### config.mk
export PLATFORM = sky130hd
export DESIGN_NAME = turnaround_monitor
export DESIGN_NICKNAME = d
export VERILOG_FILES = /design/src/rtl/tam_pkg.sv /design/src/rtl/tam_halfbit_counter.sv /design/src/rtl/tam_window_check.sv /design/src/rtl/tam_gap_hold.sv /design/src/rtl/turnaround_monitor.sv
export SDC_FILE = /design/constraint.sdc
export NUM_CORES = 1
export LEC_CHECK = 0
export BUFFER_PORTS_ARGS = -buffer_cell sky130_fd_sc_hd__buf_2
export CORE_MARGIN = 4
export CORE_UTILIZATION = 50
export CTS_CLUSTER_DIAMETER = 60
export DETAILED_ROUTE_END_ITERATION = 12
export HOLD_SLACK_MARGIN = 0.15
export PLACE_DENSITY = 0.76
export RECOVER_POWER = 50
export SETUP_SLACK_MARGIN = 0.05
export SLEW_MARGIN = 20
export SYNTH_ARGS = -nofsm -noshare
export SYNTH_HDL_FRONTEND = slang
export SYNTH_SLANG_ARGS = --single-unit
export TNS_END_PERCENT = 10
### constraint.sdc
create_clock -name clk -period 1.9 [get_ports clk]
set_clock_uncertainty 0.2 [all_clocks]
set_input_delay 0.095 -clock clk [delete_from_list [all_inputs] [get_ports clk]]
set_output_delay 0.095 -clock clk [all_outputs]
set_load 0.03 [all_outputs]
### src/rtl/tam_pkg.sv
package tam_pkg;

    typedef enum logic {
        TAM_IDLE  = 1'b0,
        TAM_ARMED = 1'b1
    } tam_state_e;

    typedef struct packed {
        tam_state_e state;
        logic       resp_seen;
        logic       timeout;
        logic       budget_miss;
    } tam_ctrl_t;

endpackage

### src/rtl/tam_halfbit_counter.sv
module tam_halfbit_counter #(
    parameter int CNT_W    = 6,
    parameter int LIMIT_HB = 32
) (
    input  logic             clk,
    input  logic             rst,
    input  logic             clear,
    input  logic             advance,
    output logic [CNT_W-1:0] cnt
);
    localparam logic [CNT_W-1:0] LIMIT_C = CNT_W'(LIMIT_HB);

    logic [CNT_W-1:0] cnt_d, cnt_q;

    always_comb begin
        cnt_d = cnt_q;
        if (clear)
            cnt_d = '0;
        else if (advance && cnt_q != LIMIT_C)
            cnt_d = cnt_q + 1'b1;
    end

    always_ff @(posedge clk) begin
        if (rst) cnt_q <= '0;
        else     cnt_q <= cnt_d;
    end

    assign cnt = cnt_q;

    AST_CNT_BOUND: assert property (@(posedge clk) disable iff (rst)
        cnt_q <= LIMIT_C);

endmodule

### src/rtl/tam_window_check.sv
module tam_window_check #(
    parameter int CNT_W     = 6,
    parameter int LIMIT_HB  = 32,
    parameter int BUDGET_HB = 15
) (
    input  logic [CNT_W-1:0] cnt,
    output logic             at_limit,
    output logic             at_budget
);
    localparam logic [CNT_W-1:0] LIMIT_C  = CNT_W'(LIMIT_HB);
    localparam logic [CNT_W-1:0] BUDGET_C = CNT_W'(BUDGET_HB);

    always_comb begin
        at_limit  = (cnt == LIMIT_C);
        at_budget = (cnt == BUDGET_C);
    end

endmodule

### src/rtl/tam_gap_hold.sv
module tam_gap_hold #(
    parameter int CNT_W = 6
) (
    input  logic             clk,
    input  logic             rst,
    input  logic             clear,
    input  logic             capture,
    input  logic [CNT_W-1:0] value,
    output logic [CNT_W-1:0] gap
);
    logic [CNT_W-1:0] gap_d, gap_q;

    always_comb begin
        gap_d = gap_q;
        if (clear)
            gap_d = '0;
        else if (capture)
            gap_d = value;
    end

    always_ff @(posedge clk) begin
        if (rst) gap_q <= '0;
        else     gap_q <= gap_d;
    end

    assign gap = gap_q;

endmodule

### src/rtl/turnaround_monitor.sv
module turnaround_monitor #(
    parameter int TX_LIMIT_HB   = 32,
    parameter int DEV_BUDGET_HB = 15,
    parameter int TIER_COUNT    = 5,
    parameter int TIER_DELAY_NS = 70,
    parameter int HALF_BIT_PS   = 41667,
    localparam int GAP_W        = $clog2(TX_LIMIT_HB + 1)
) (
    input  logic             clk,
    input  logic             rst,
    input  logic             half_bit_en,
    input  logic             tx_eop_idle,
    input  logic             rx_sop,
    output logic             resp_seen,
    output logic             timeout,
    output logic             budget_miss,
    output logic [GAP_W-1:0] gap
);
    import tam_pkg::*;

    localparam int  RT_PS     = 2 * TIER_COUNT * TIER_DELAY_NS * 1000;
    localparam int  RT_HB     = (RT_PS + HALF_BIT_PS - 1) / HALF_BIT_PS;
    localparam bit  TIER_FIT  = (RT_HB + DEV_BUDGET_HB) <= TX_LIMIT_HB;
    localparam logic [GAP_W-1:0] LIMIT_C = GAP_W'(TX_LIMIT_HB);

    if (!TIER_FIT) begin : g_tier_overflow
        $error("tier delay plus device budget exceeds the wait limit");
    end

    tam_ctrl_t        ctrl_d, ctrl_q;
    logic [GAP_W-1:0] cnt;
    logic             at_limit, at_budget;
    logic             armed, arm, hit, tick;

    always_comb begin
        armed  = (ctrl_q.state == TAM_ARMED);
        arm    = tx_eop_idle;
        hit    = armed && rx_sop && !arm;
        tick   = armed && half_bit_en && !rx_sop && !arm;

        ctrl_d             = ctrl_q;
        ctrl_d.resp_seen   = 1'b0;
        ctrl_d.timeout     = 1'b0;
        ctrl_d.budget_miss = tick && at_budget;
        if (arm) begin
            ctrl_d.state = TAM_ARMED;
        end else if (hit) begin
            ctrl_d.state     = TAM_IDLE;
            ctrl_d.resp_seen = 1'b1;
        end else if (tick && at_limit) begin
            ctrl_d.state   = TAM_IDLE;
            ctrl_d.timeout = 1'b1;
        end
    end

    always_ff @(posedge clk) begin
        if (rst) ctrl_q <= '{state: TAM_IDLE, default: 1'b0};
        else     ctrl_q <= ctrl_d;
    end

    tam_halfbit_counter #(.CNT_W(GAP_W), .LIMIT_HB(TX_LIMIT_HB)) u_counter (
        .clk     (clk),
        .rst     (rst),
        .clear   (arm),
        .advance (tick),
        .cnt     (cnt)
    );

    tam_window_check #(.CNT_W(GAP_W), .LIMIT_HB(TX_LIMIT_HB),
                       .BUDGET_HB(DEV_BUDGET_HB)) u_window (
        .cnt       (cnt),
        .at_limit  (at_limit),
        .at_budget (at_budget)
    );

    tam_gap_hold #(.CNT_W(GAP_W)) u_gap (
        .clk     (clk),
        .rst     (rst),
        .clear   (arm),
        .capture (hit),
        .value   (cnt),
        .gap     (gap)
    );

    assign resp_seen   = ctrl_q.resp_seen;
    assign timeout     = ctrl_q.timeout;
    assign budget_miss = ctrl_q.budget_miss;

    AST_GAP_IN_RANGE: assert property (@(posedge clk) disable iff (rst)
        resp_seen |-> gap <= LIMIT_C);
    AST_PULSE_EXCL: assert property (@(posedge clk) disable iff (rst)
        $onehot0({resp_seen, timeout}));
    AST_TIMEOUT_SINGLE: assert property (@(posedge clk) disable iff (rst)
        timeout |=> !timeout);
    AST_IDLE_SOP_IGNORED: assert property (@(posedge clk) disable iff (rst)
        (!armed && rx_sop && !tx_eop_idle) |=> !resp_seen);
    AST_BUDGET_SINGLE: assert property (@(posedge clk) disable iff (rst)
        budget_miss |=> !budget_miss);
    AST_GAP_HELD: assert property (@(posedge clk) disable iff (rst)
        (!resp_seen && !$past(tx_eop_idle) && !$past(rst)) |-> $stable(gap));

endmodule

# --- Word level (Yosys, flattened, before mapping) ---
# Cells that the tools add are included.
totals:
  register_bits: 16
  latch_bits: 0
  mem_bits_rw: 0
  romBits: 0
  input_bits: 5
  output_inout_bits: 9
  wordCells: 28
  mem_count: 0
classes:
  addsub: 1
  n_mul: 0
  n_div: 0
  magnitude_cmp: 0
  eq_ne: 3
  n_shift: 0
  n_mux: 5
  bitwise_logic: 0
  n_reduce_logical: 13
ops:
  columns: ["operator", "count"]
  rows:
  - ["$logic_and A1 B1 Y1", 8]
  - ["$add A6 B1 Y6 const B", 1]
  - ["$eq A6 B4 Y1 const B", 1]
  - ["$eq A6 B6 Y1 const B", 1]
  - ["$ne A6 B6 Y1 const B", 1]
  - ["$mux W1", 5]
  - ["$reduce_bool A3 Y1", 1]
  - ["$reduce_or A3 Y1", 1]
  - ["$logic_not A1 Y1", 2]
  - ["$reduce_or A2 Y1", 1]

# --- Longest topological paths before layout ---
# Gate-level depths: netlist of the first run.
logic_depth:
  word_depth: 7
  depth_mapped: 5
  ltp_nobuf: 4

# --- Modules after synthesis ---
# From an unflattened synthesis of the first run, not the netlist that was laid out.
hier_totals:
  cells_unflattened: 76
  hier_area_um2: 723.2
by_module_without_submodules:
  columns: ["mod", "n_inst", "cells_each", "area_per_inst_um2", "seq_area_each_um2"]
  rows:
  - ["tam_halfbit_counter", 1, 36, 312.8, 120.1]
  - ["tam_gap_hold", 1, 21, 219.0, 120.1]
  - ["turnaround_monitor", 1, 14, 157.7, 80.1]
  - ["tam_window_check", 1, 5, 33.8, 0.0]

# --- Least setup slack after synthesis of the first run ---
# Ideal clock, no wire load.
synth_path:
  kind: "reg2reg"
  start: "register ctrl_q, in the netlist armed"
  end: "register u_counter.cnt_q[5] (netlist: u_counter.cnt[5])"
  setup_time_ns: 0.070
  arrival_ns: 1.306
  t_required_ns: 1.630
  slack_ns: 0.324
  path_stages_with_launch: 6
  n_path_buf: 2
  period_less_slack_ns: 1.576
  cell_sequence: "dfxtp_1 -> buf_2 -> nand4bb_1 -> buf_2 -> or4_1 -> a21oi_1"
synth_between:
  elab_chain_len: 4
synth_lines:
  columns: ["item", "line_no", "source"]
  rows:
  - ["from (decl)", "turnaround_monitor.sv:30", "tam_ctrl_t ctrl_d, ctrl_q;"]
  - ["from (signal assigned)", "turnaround_monitor.sv:58", "else ctrl_q <= ctrl_d;"]
  - ["$logic_and A1 B1 Y1 (3 in a row)", "turnaround_monitor.sv:39", "tick = armed && half_bit_en && !rx_sop && !arm;"]
  - ["$logic_and A1 B1 Y1", "tam_halfbit_counter.sv:19", "else if (advance && cnt_q != LIMIT_C)"]
  - ["to (signal assigned)", "tam_halfbit_counter.sv:25", "else cnt_q <= cnt_d;"]
  - ["to (decl)", "tam_halfbit_counter.sv:13", "logic [CNT_W-1:0] cnt_d, cnt_q;"]
# No other way between the ends.
# A chain may end at the register's enable or synchronous reset.

# --- Worst setup path after layout of the first run ---
layout_path:
  start: "input port rx_sop"
  end: "register u_counter.cnt_q[5] (netlist: u_counter.cnt[5])"
layout_between:
  elab_chain_len: 4
layout_lines:
  columns: ["item", "line_no", "source"]
  rows:
  - ["from (decl)", "turnaround_monitor.sv:13", "input logic rx_sop,"]
  - ["$logic_not A1 Y1", "turnaround_monitor.sv:39", null]
  - ["$logic_and A1 B1 Y1 (2 in a row)", "turnaround_monitor.sv:39", null]
  - ["$logic_and A1 B1 Y1", "tam_halfbit_counter.sv:19", null]
# No other way between the ends.

==> impl_metrics.toml, run 1 <==
[run_status]
status = "finished clean"

[synth]
syn_nets = 87
synth_seq_cells = 16
synth_edf_count = 0
synth_ff_type = "dfxtp_1"
yosysWarnings = 0
netlist_top_cells_area = "dfxtp_1 46%, nand2_1 7.6%, nand3_1 6.5%"
syn_area_um2 = 692
async_flop_share = 0
synth_top_cell_by_area = "dfxtp_1"
avgSynthCellArea_um2 = 8.65
synthCells = 80
ys_types = 25
netlist_top_cells_count = "16 x dfxtp_1, 14 x nand2_1, 9 x nand3_1, 8 x a21oi_1, 4 x inv_1"
synth_top_area_frac = 0.463
synth.most_common_cell = "dfxtp_1"
seq_area_frac_synth = 0.463

[cts]
clockBufferDepth = 2
clkTransAtPathRegs_ns = 0.10
clk-insertion-delay-late_ns = 0.29
root_buffer = "clkbuf_4"
h-tree-depth = 1
post_cts_buffers = 0
cts_buffers = 3
cts_tree = "done"
cts.sinks = 16

[min_path]
hold_class = "reg2reg"

[floorplanning]
io_pins = 14
die_w_um = 45.2
die_area_um2 = 2040
start_util = 0.532
rows = 13
coreArea_um2 = 1300
die_h_um = 45.2

[sta]
min_period_ns = 1.75
tns_ns = 0
hold_violations = 0
setup-violations-final = 0
slew_viol_final = 0
fmax_mhz = 573
min_period_over_period = 0.919
rsz0062_at_grt = "yes"
worst_pin_slew_ns = 0.562
slew_headroom = 0.625

[drt]
wl_met3_um = 61
drt_first_pass_iters = 4
wl_um = 1490
ant_nets = 0
drt-met1-wl_um = 678
drt_iter0_markers = 13
viasPerCell = 5.57
drc = 0
wl_per_cell_um = 13.2
num_vias = 629
wl_met2_um = 714
top_layer = "met4"

[power_and_ir_drop]
power.switching_uw = 134
p_int_uw = 470
p_comb_frac = 0.059
clockPowerShare = 0.377
p_seq_frac = 0.564
leakage_uw = 0.000302
p_sw_frac = 0.222
power.density_nw_per_um2 = 729
peakVddDrop_uv = 333

[placed_design]
placement.cell_area_um2 = 758
routabilityCongestion = 0.834
dp_hpwl_um = 1020
port_buffers = 13

[critical_path]
cp_top_family = "simple AND/OR/NAND/NOR gates"
end_kind = "flip-flop"
crit_arrival_ns = 1.77
cp_max_fo = 10
crit_buf_inv = 2
slowest_delay_ns = 0.54
startpoint_type = "input pin"
path_cells = "dlygate4sd3_1 -> buf_2 -> nand4bb_1 -> or4_1 -> a21oi_1"
cpMaxStageDelayCell = "or4_1"
cp.required_ns = 1.93
crit_type = "in2reg"

[global_routing]
grt_pass1_wl_um = 2450
track_usage = 0.173
grt_max_degree = 11
grt_pass1_vias = 529
grt_overflow_total = 0
antenna_found_initial = 0

[run]
maxCapViolations = 0

[final_layout]
nFillCells = 120
multi_input_area_um2 = 338
stdcell_area_um2 = 828
seq_area_um2 = 320
drive_above_1_share = 0.102
antenna_cells = 0
utilization = 0.637
syn_to_final_growth_pct = 19.7
layout.nets = 106
==> stage by stage <==
step                      hold slack (ns)  std cells  worst slack [ns]  power (µW)
after floorplan                   -0.0279         80             0.324         369
after global routing                0.279        113            0.0357         626
after detailed placement            0.120        105             0.261         377
after CTS                           0.256        113             0.145         606
final                               0.258        113             0.155         604
after global placement              0.115        105             0.339         377
==> state kept, by name, summed over array words and instances, names as in the netlist <==
register	cells
resp_seen	1
u_gap.gap	6
armed	1
budget_miss	1
u_counter.cnt	6
timeout	1
==> path summary, 6_finish.rpt <==
path,from,to,slack [ns],depth (start not counted)
worst max-delay path,rx_sop,u_counter.cnt[5],0.15,5
worst min-delay path,u_gap.gap[2],u_gap.gap[2],0.26,2
worst max register to register,armed,u_counter.cnt[5],0.23,3
worst min register to register,u_gap.gap[2],u_gap.gap[2],0.26,2
==> power groups by stage <==
| stage | sequential [µW] | clock, µW | combinational, µW |
|---|---|---|---|
| CTS | 341 | 229 | 36.0 |
| global route | 341 | 246 | 38.9 |
| finish | 341 | 228 | 35.7 |
| floorplan | 346 | 0 | 23.1 |
| detailed placement | 348 | 0 | 29.1 |
| global placement | 348 | 0 | 28.6 |
==> metal layers <==
layer	GRT usage	up-vias
met5	0	-
met4	0.105	0
met3	0.0359	4
met2	0.254	14
met1	0.231	294
li1	-	317
==> layout make-up <==
type	count	share of cell area
multi-input combinational	56	0.408
sequential	16	0.387
timing repair buffer	18	0.121
clock buffer	4	0.0438
tap	15	0.0227
inverter	4	0.0181
==> cells in the final DEF, fill, tap and decap left out, types with 2 or more instances in the layout <==
cell | netlist | final
nand3_1 | 9 | 9
mux2i_1 | 3 | 3
nor3_1 | 2 | 2
a21oi_1 | 8 | 8
dlygate4sd3_1 | 0 | 4
or3_1 | 3 | 3
ha_1 | 2 | 2
buf_2 | 2 | 3
clkbuf_1 | 1 | 10
dfxtp_1 | 16 | 16
clkbuf_4 | 0 | 3
inv_1 | 4 | 4
nor2_1 | 3 | 3
nand2_1 | 14 | 14
==> what timing repair did <==
| item | in CTS | in global routing |
|---|---|---|
| hold buffers | 4 | 0 |
| endpoints found under the hold margin | 16 | 0 |
| setup endpoints to repair | 0 | 2 |
| gates resized for setup | 0 | 1 |
==> worst min-delay path: cells and delay by family, from the launching register on <==
| kind | cells | cell delay (ns) |
|---|---|---|
| flops | 1 | 0.32 |
| compound gates | 1 | 0.05 |
| simple gates | 1 | 0.05 |
==> kinds of logic (layout without fill, tap and decap cells) <==
| kind of cell | Yosys count | in the layout | share of synthesized area |
|---|---|---|---|
| mux | 3 | 3 | 0.0434 |
| flops | 16 | 16 | 0.463 |
| simple gates | 37 | 37 | 0.269 |
| buf+inv | 8 | 26 | 0.0579 |
| fa+ha+maj | 2 | 2 | 0.0362 |
| compound gates | 14 | 14 | 0.130 |
Note: power is estimated with default switching activity, not from simulation.
==> inputs of run 2 (changes only) <==
Settings changed: CORE_UTILIZATION 50 to 51, PLACE_DENSITY 0.76 to 0.77, SKIP_CTS_REPAIR_TIMING set to 1, SYNTH_HIERARCHICAL set to 1.
==> run 2 against run 1 <==
Die area increased by 2.0%. First-iteration DRC count is 31% lower. Routed wire length fell by 3.7%. Critical endpoint is now u_counter/cnt[5]. Largest cell class unchanged.
==> impl_metrics.toml, run 2 <==
[drt]
wl_per_cell_um = 13.0
drc = 0
wl_um = 1430
drt_first_pass_iters = 4
drt_iter0_markers = 9
viasPerCell = 5.30
ant_nets = 0
num_vias = 583

[run_status]
status = "finished clean"

[synth]
synth_seq_cells = 16
ys_types = 27
async_flop_share = 0
netlist_top_cells_count = "16 x dfxtp_1, 9 x nor2_1, 8 x mux2i_1, 8 x nand2_1, 5 x inv_1"
yosysWarnings = 6
seq_area_frac_synth = 0.443
synth_top_area_frac = 0.443
syn_area_um2 = 723
syn_nets = 83
avgSynthCellArea_um2 = 9.52
synthCells = 76
synth_top_cell_by_area = "dfxtp_1"
synth.most_common_cell = "dfxtp_1"
netlist_top_cells_area = "dfxtp_1 44%, mux2i_1 11%, nor2_1 4.7%"
synth_ff_type = "dfxtp_1"
synth_edf_count = 0

[critical_path]
r2r_end = "armed"
end_kind = "flip-flop"
cp_top_family = "simple AND/OR/NAND/NOR gates"
regToRegSetupSlack_ns = 0.28
cp_max_fo = 8
cp.required_ns = 1.91
startpoint_type = "input pin"
cpMaxStageDelayCell = "dlygate4sd3_1"
r2r_cells = 5
slowest_delay_ns = 0.54
r2r_start = "u_counter/cnt[3]"
path_cells = "dlygate4sd3_1 -> clkbuf_2 -> and4bb_2 -> nand3_1 -> or3_1 -> a21boi_1"
crit_type = "in2reg"
crit_arrival_ns = 1.80
crit_buf_inv = 2

[floorplanning]
coreArea_um2 = 1320
io_pins = 14
die_h_um = 45.7
die_area_um2 = 2080
die_w_um = 45.7
rows = 13
start_util = 0.549

[sta]
fmax_mhz = 560
setup-violations-final = 0
holdWs_ns = 0.317
tns_ns = 0
min_period_ns = 1.78
slew_headroom = 0.722
hold_violations = 0
rsz0062_at_grt = "no"
slew_viol_final = 0
min_period_over_period = 0.939
worst_pin_slew_ns = 0.417

[global_routing]
grt_max_degree = 9
track_usage = 0.151
grt_pass1_vias = 535
grt_pass1_wl_um = 2260
grt_overflow_total = 0
antenna_found_initial = 0

[final_layout]
layout.nets = 104
syn_to_final_growth_pct = 17.8
final_common_cell = "dfxtp_1"
drive_above_1_share = 0.126
final_cell_mix = "16 x dfxtp_1, 10 x clkbuf_1, 9 x nor2_1"
utilization = 0.647
antenna_cells = 0

[power_and_ir_drop]
power.density_nw_per_um2 = 639
power.switching_uw = 118
p_comb_frac = 0.061
clockPowerShare = 0.317
peakVddDrop_uv = 514
p_seq_frac = 0.622
leakage_uw = 0.000295
p_int_uw = 427
p_sw_frac = 0.217

[cts]
clockBufferDepth = 2
cts.sinks = 16
clk-insertion-delay-late_ns = 0.28
cts_tree = "done"
h-tree-depth = 1
cts_buffers = 3
clkTransAtPathRegs_ns = 0.09
root_buffer = "clkbuf_4"

[min_path]
whs_path_depth = 2
hold_class = "reg2reg"
worstHoldStart = "u_gap/gap[5]"
holdPathEnd = "u_gap/gap[5]"

[placed_design]
port_buffers = 13
dp_hpwl_um = 1040
routabilityCongestion = 0.805

[run]
maxCapViolations = 0
==> run 2: power by group through the flow <==
stage	sequential [µW]	clock (µW)	combinational, µW
finish	339	173	33.5
global route	339	194	37.2
CTS	339	180	27.6
detailed placement	347	0	27.6
global placement	347	0	26.9
floorplan	347	0	15.5
==> run 2: worst reg2reg max path, delay by kind of cell (launching register included) <==
family          cells  cell delay [ns]
simple gates        4             0.78
flops               1             0.39
compound gates      1             0.16
==> run 2: logic make-up after synthesis <==
logic type,count (synthesis),share of synthesized area
AOI/OAI and AO/OA,4,0.0485
xor gates and xnor gates,3,0.0363
adders and majority gates,2,0.0346
buffers and inverters,7,0.0398
DFF,16,0.443
muxes,8,0.111
and+or+nand+nor,36,0.287
==> run 2: worst max path at each step <==
stage / startpoint / end / slack [ns] / cells past startpoint
after floorplan: u_counter/cnt[3] / armed / 0.36 / 5
after global placement: u_counter/cnt[3] / armed / 0.31 / 5
after detailed placement: u_counter/cnt[3] / armed / 0.29 / 5
after CTS: u_counter/cnt[3] / armed / 0.28 / 5
after global routing: tx_eop_idle / u_counter/cnt[5] / 0.05 / 6
final: tx_eop_idle / u_counter/cnt[5] / 0.12 / 6
==> run 2: area by class of cell <==
class                      count  area, µm²
fill                         122        465
multi-input combinational     53        374
sequential                    16        320
timing repair buffer          18       97.6
clock buffer                   3       22.5
inverter                       5       18.8
tap                           15       18.8
==> run 2: metal layers <==
metal  GRT usage  part of all wire  up-vias
met5           0                 0        -
met4      0.0877                 0        0
met3      0.0277             0.056        0
met2       0.251              0.50       13
met1       0.178              0.44      268
li1            -                 -      302
==> run 2: per-stage QoR <==
step	worst slack [ns]	std cells	instance area [µm²]	power, µW
floorplan	0.358	76	723	362
global placement	0.314	103	805	374
detailed placement	0.287	103	805	374
CTS	0.275	106	827	546
global route	0.0546	110	852	570
finish	0.116	110	852	545
==> inputs of run 3 (changes only) <==
Settings changed: CORE_UTILIZATION 51 to 55, PLACE_DENSITY 0.77 to 0.81.
Clock period 1.9 ns to 2.1 ns, I/O delays scaled along.
==> run 3 against run 2 <==
Sequential cell count stayed put. Critical endpoint is now u_counter/cnt[4]. Design area is 1.6% higher. Total power is 9.3% lower. Highest routed layer is now met4. Routed wire length up 5.0%.
==> impl_metrics.toml, run 3 (synthesized netlist as in run 2, its figures left out) <==
[sta]
min_period_over_period = 0.935
fmax_mhz = 509
hold_violations = 0
fin_ws_ns = 0.137
setup-violations-final = 0
slew_viol_final = 0
min_period_ns = 1.96
slew_headroom = 0.700
tns_ns = 0
worst_pin_slew_ns = 0.451
rsz0062_at_grt = "no"

[final_layout]
final_cell_mix = "16 x dfxtp_1, 10 x clkbuf_1, 9 x nor2_1"
final_common_cell = "dfxtp_1"
antenna_cells = 0
stdcell_area_um2 = 866
nFillCells = 98
drive_above_1_share = 0.113
layoutNonFillerInstCount = 111
layout.nets = 106
syn_to_final_growth_pct = 19.7

[placed_design]
dp_cells = 102
routabilityCongestion = 0.830
pre_cts_ws_ns = 0.465
dp_hpwl_um = 1000
port_buffers = 13
placement.cell_area_um2 = 803

[cts]
clkTransAtPathRegs_ns = 0.09
root_buffer = "clkbuf_4"
cts_buffers = 3
clockBufferDepth = 2
h-tree-depth = 1
cts.sinks = 16
clk-insertion-delay-late_ns = 0.28
cts_tree = "done"

[power_and_ir_drop]
power.switching_uw = 108
peakVddDrop_uv = 311
p_int_uw = 386
leakage_uw = 0.000307
p_seq_frac = 0.620
p_sw_frac = 0.219
power.density_nw_per_um2 = 571
p_comb_frac = 0.061
clockPowerShare = 0.319

[min_path]
whs_path_depth = 3
worstHoldStart = "tx_eop_idle"
hold_class = "in2reg"
holdPathEnd = "u_gap/gap[3]"

[drt]
drc = 0
ant_nets = 0
wl_per_cell_um = 13.5
wl_um = 1500
num_vias = 617
viasPerCell = 5.56
drt_first_pass_iters = 4
drt_iter0_markers = 22

[critical_path]
crit_type = "in2reg"
crit_arrival_ns = 2.00
r2r_cells = 4
cp_max_fo = 5
startpoint_type = "input pin"
end_kind = "flip-flop"
cp.required_ns = 2.13
r2r_end = "budget_miss"
r2r_start = "u_counter/cnt[0]"
regToRegSetupSlack_ns = 0.17

[global_routing]
grt_pass1_vias = 550
grt_overflow_total = 0
track_usage = 0.158
grt_pass1_wl_um = 2300
antenna_found_initial = 0
grt_max_degree = 9

[floorplanning]
die_area_um2 = 1960
io_pins = 14
rows = 12
coreArea_um2 = 1170
die_w_um = 44.3
die_h_um = 44.3
start_util = 0.618

[run_status]
status = "finished clean"

[run]
maxCapViolations = 0
run 3: cell count changes in the layout (fill, tap and decap cells not counted), sizes merged:
cell,change
dlygate4sd3,+2
buf,+1
clkbuf,-1
run 3: cell type report:
type	count	area, µm²	area share
timing repair buffer	20	118	0.136
clock buffer	3	22.5	0.0260
sequential	16	320	0.370
multi-input combinational	53	369	0.426
inverter	5	18.8	0.0217
tap	14	17.5	0.0202
run 3: power groups by stage:
| stage | Clock [µW] | Combinational, µW | Sequential (µW) |
|---|---|---|---|
| CTS | 164 | 25.0 | 307 |
| global placement | 0 | 24.5 | 313 |
| detailed placement | 0 | 25.0 | 314 |
| global route | 183 | 32.7 | 307 |
| finish | 157 | 30.2 | 307 |
| floorplan | 0 | 14.0 | 314 |
run 3: stage by stage:
| stage | utilization | power (µW) | hold WS, ns |
|---|---|---|---|
| 6_report | 0.739 | 494 | 0.172 |
| 5_1_grt | 0.739 | 522 | 0.190 |
| 2_1_floorplan | - | 328 | -0.0226 |
| 4_1_cts | 0.705 | 496 | -0.135 |
| 3_3_place_gp | 0.686 | 338 | 0.167 |
| 3_5_place_dp | 0.686 | 339 | 0.174 |
run 3: metal layers:
layer	global-route usage	vias up	wire (µm)
met5	0	-	0
met4	0.102	0	10
met3	0.0569	2	109
met2	0.233	25	709
met1	0.193	283	674
li1	-	307	-
run 3: worst max-delay path, cell delays in order:
cell and delay (ns):
dlygate4sd3_1 0.52, buf_2 0.12, and4bb_2 0.30, nand4_1 0.13
xnor2_1 0.15, nor3_1 0.11, dlygate4sd3_1 0.56
run 3: worst max path at each step:
stage | start | end
floorplan | u_counter/cnt[3] | armed
global placement | u_counter/cnt[3] | armed
detailed placement | u_counter/cnt[3] | armed
CTS | u_counter/cnt[3] | armed
global route | half_bit_en | u_counter/cnt[4]
finish | half_bit_en | u_counter/cnt[4]
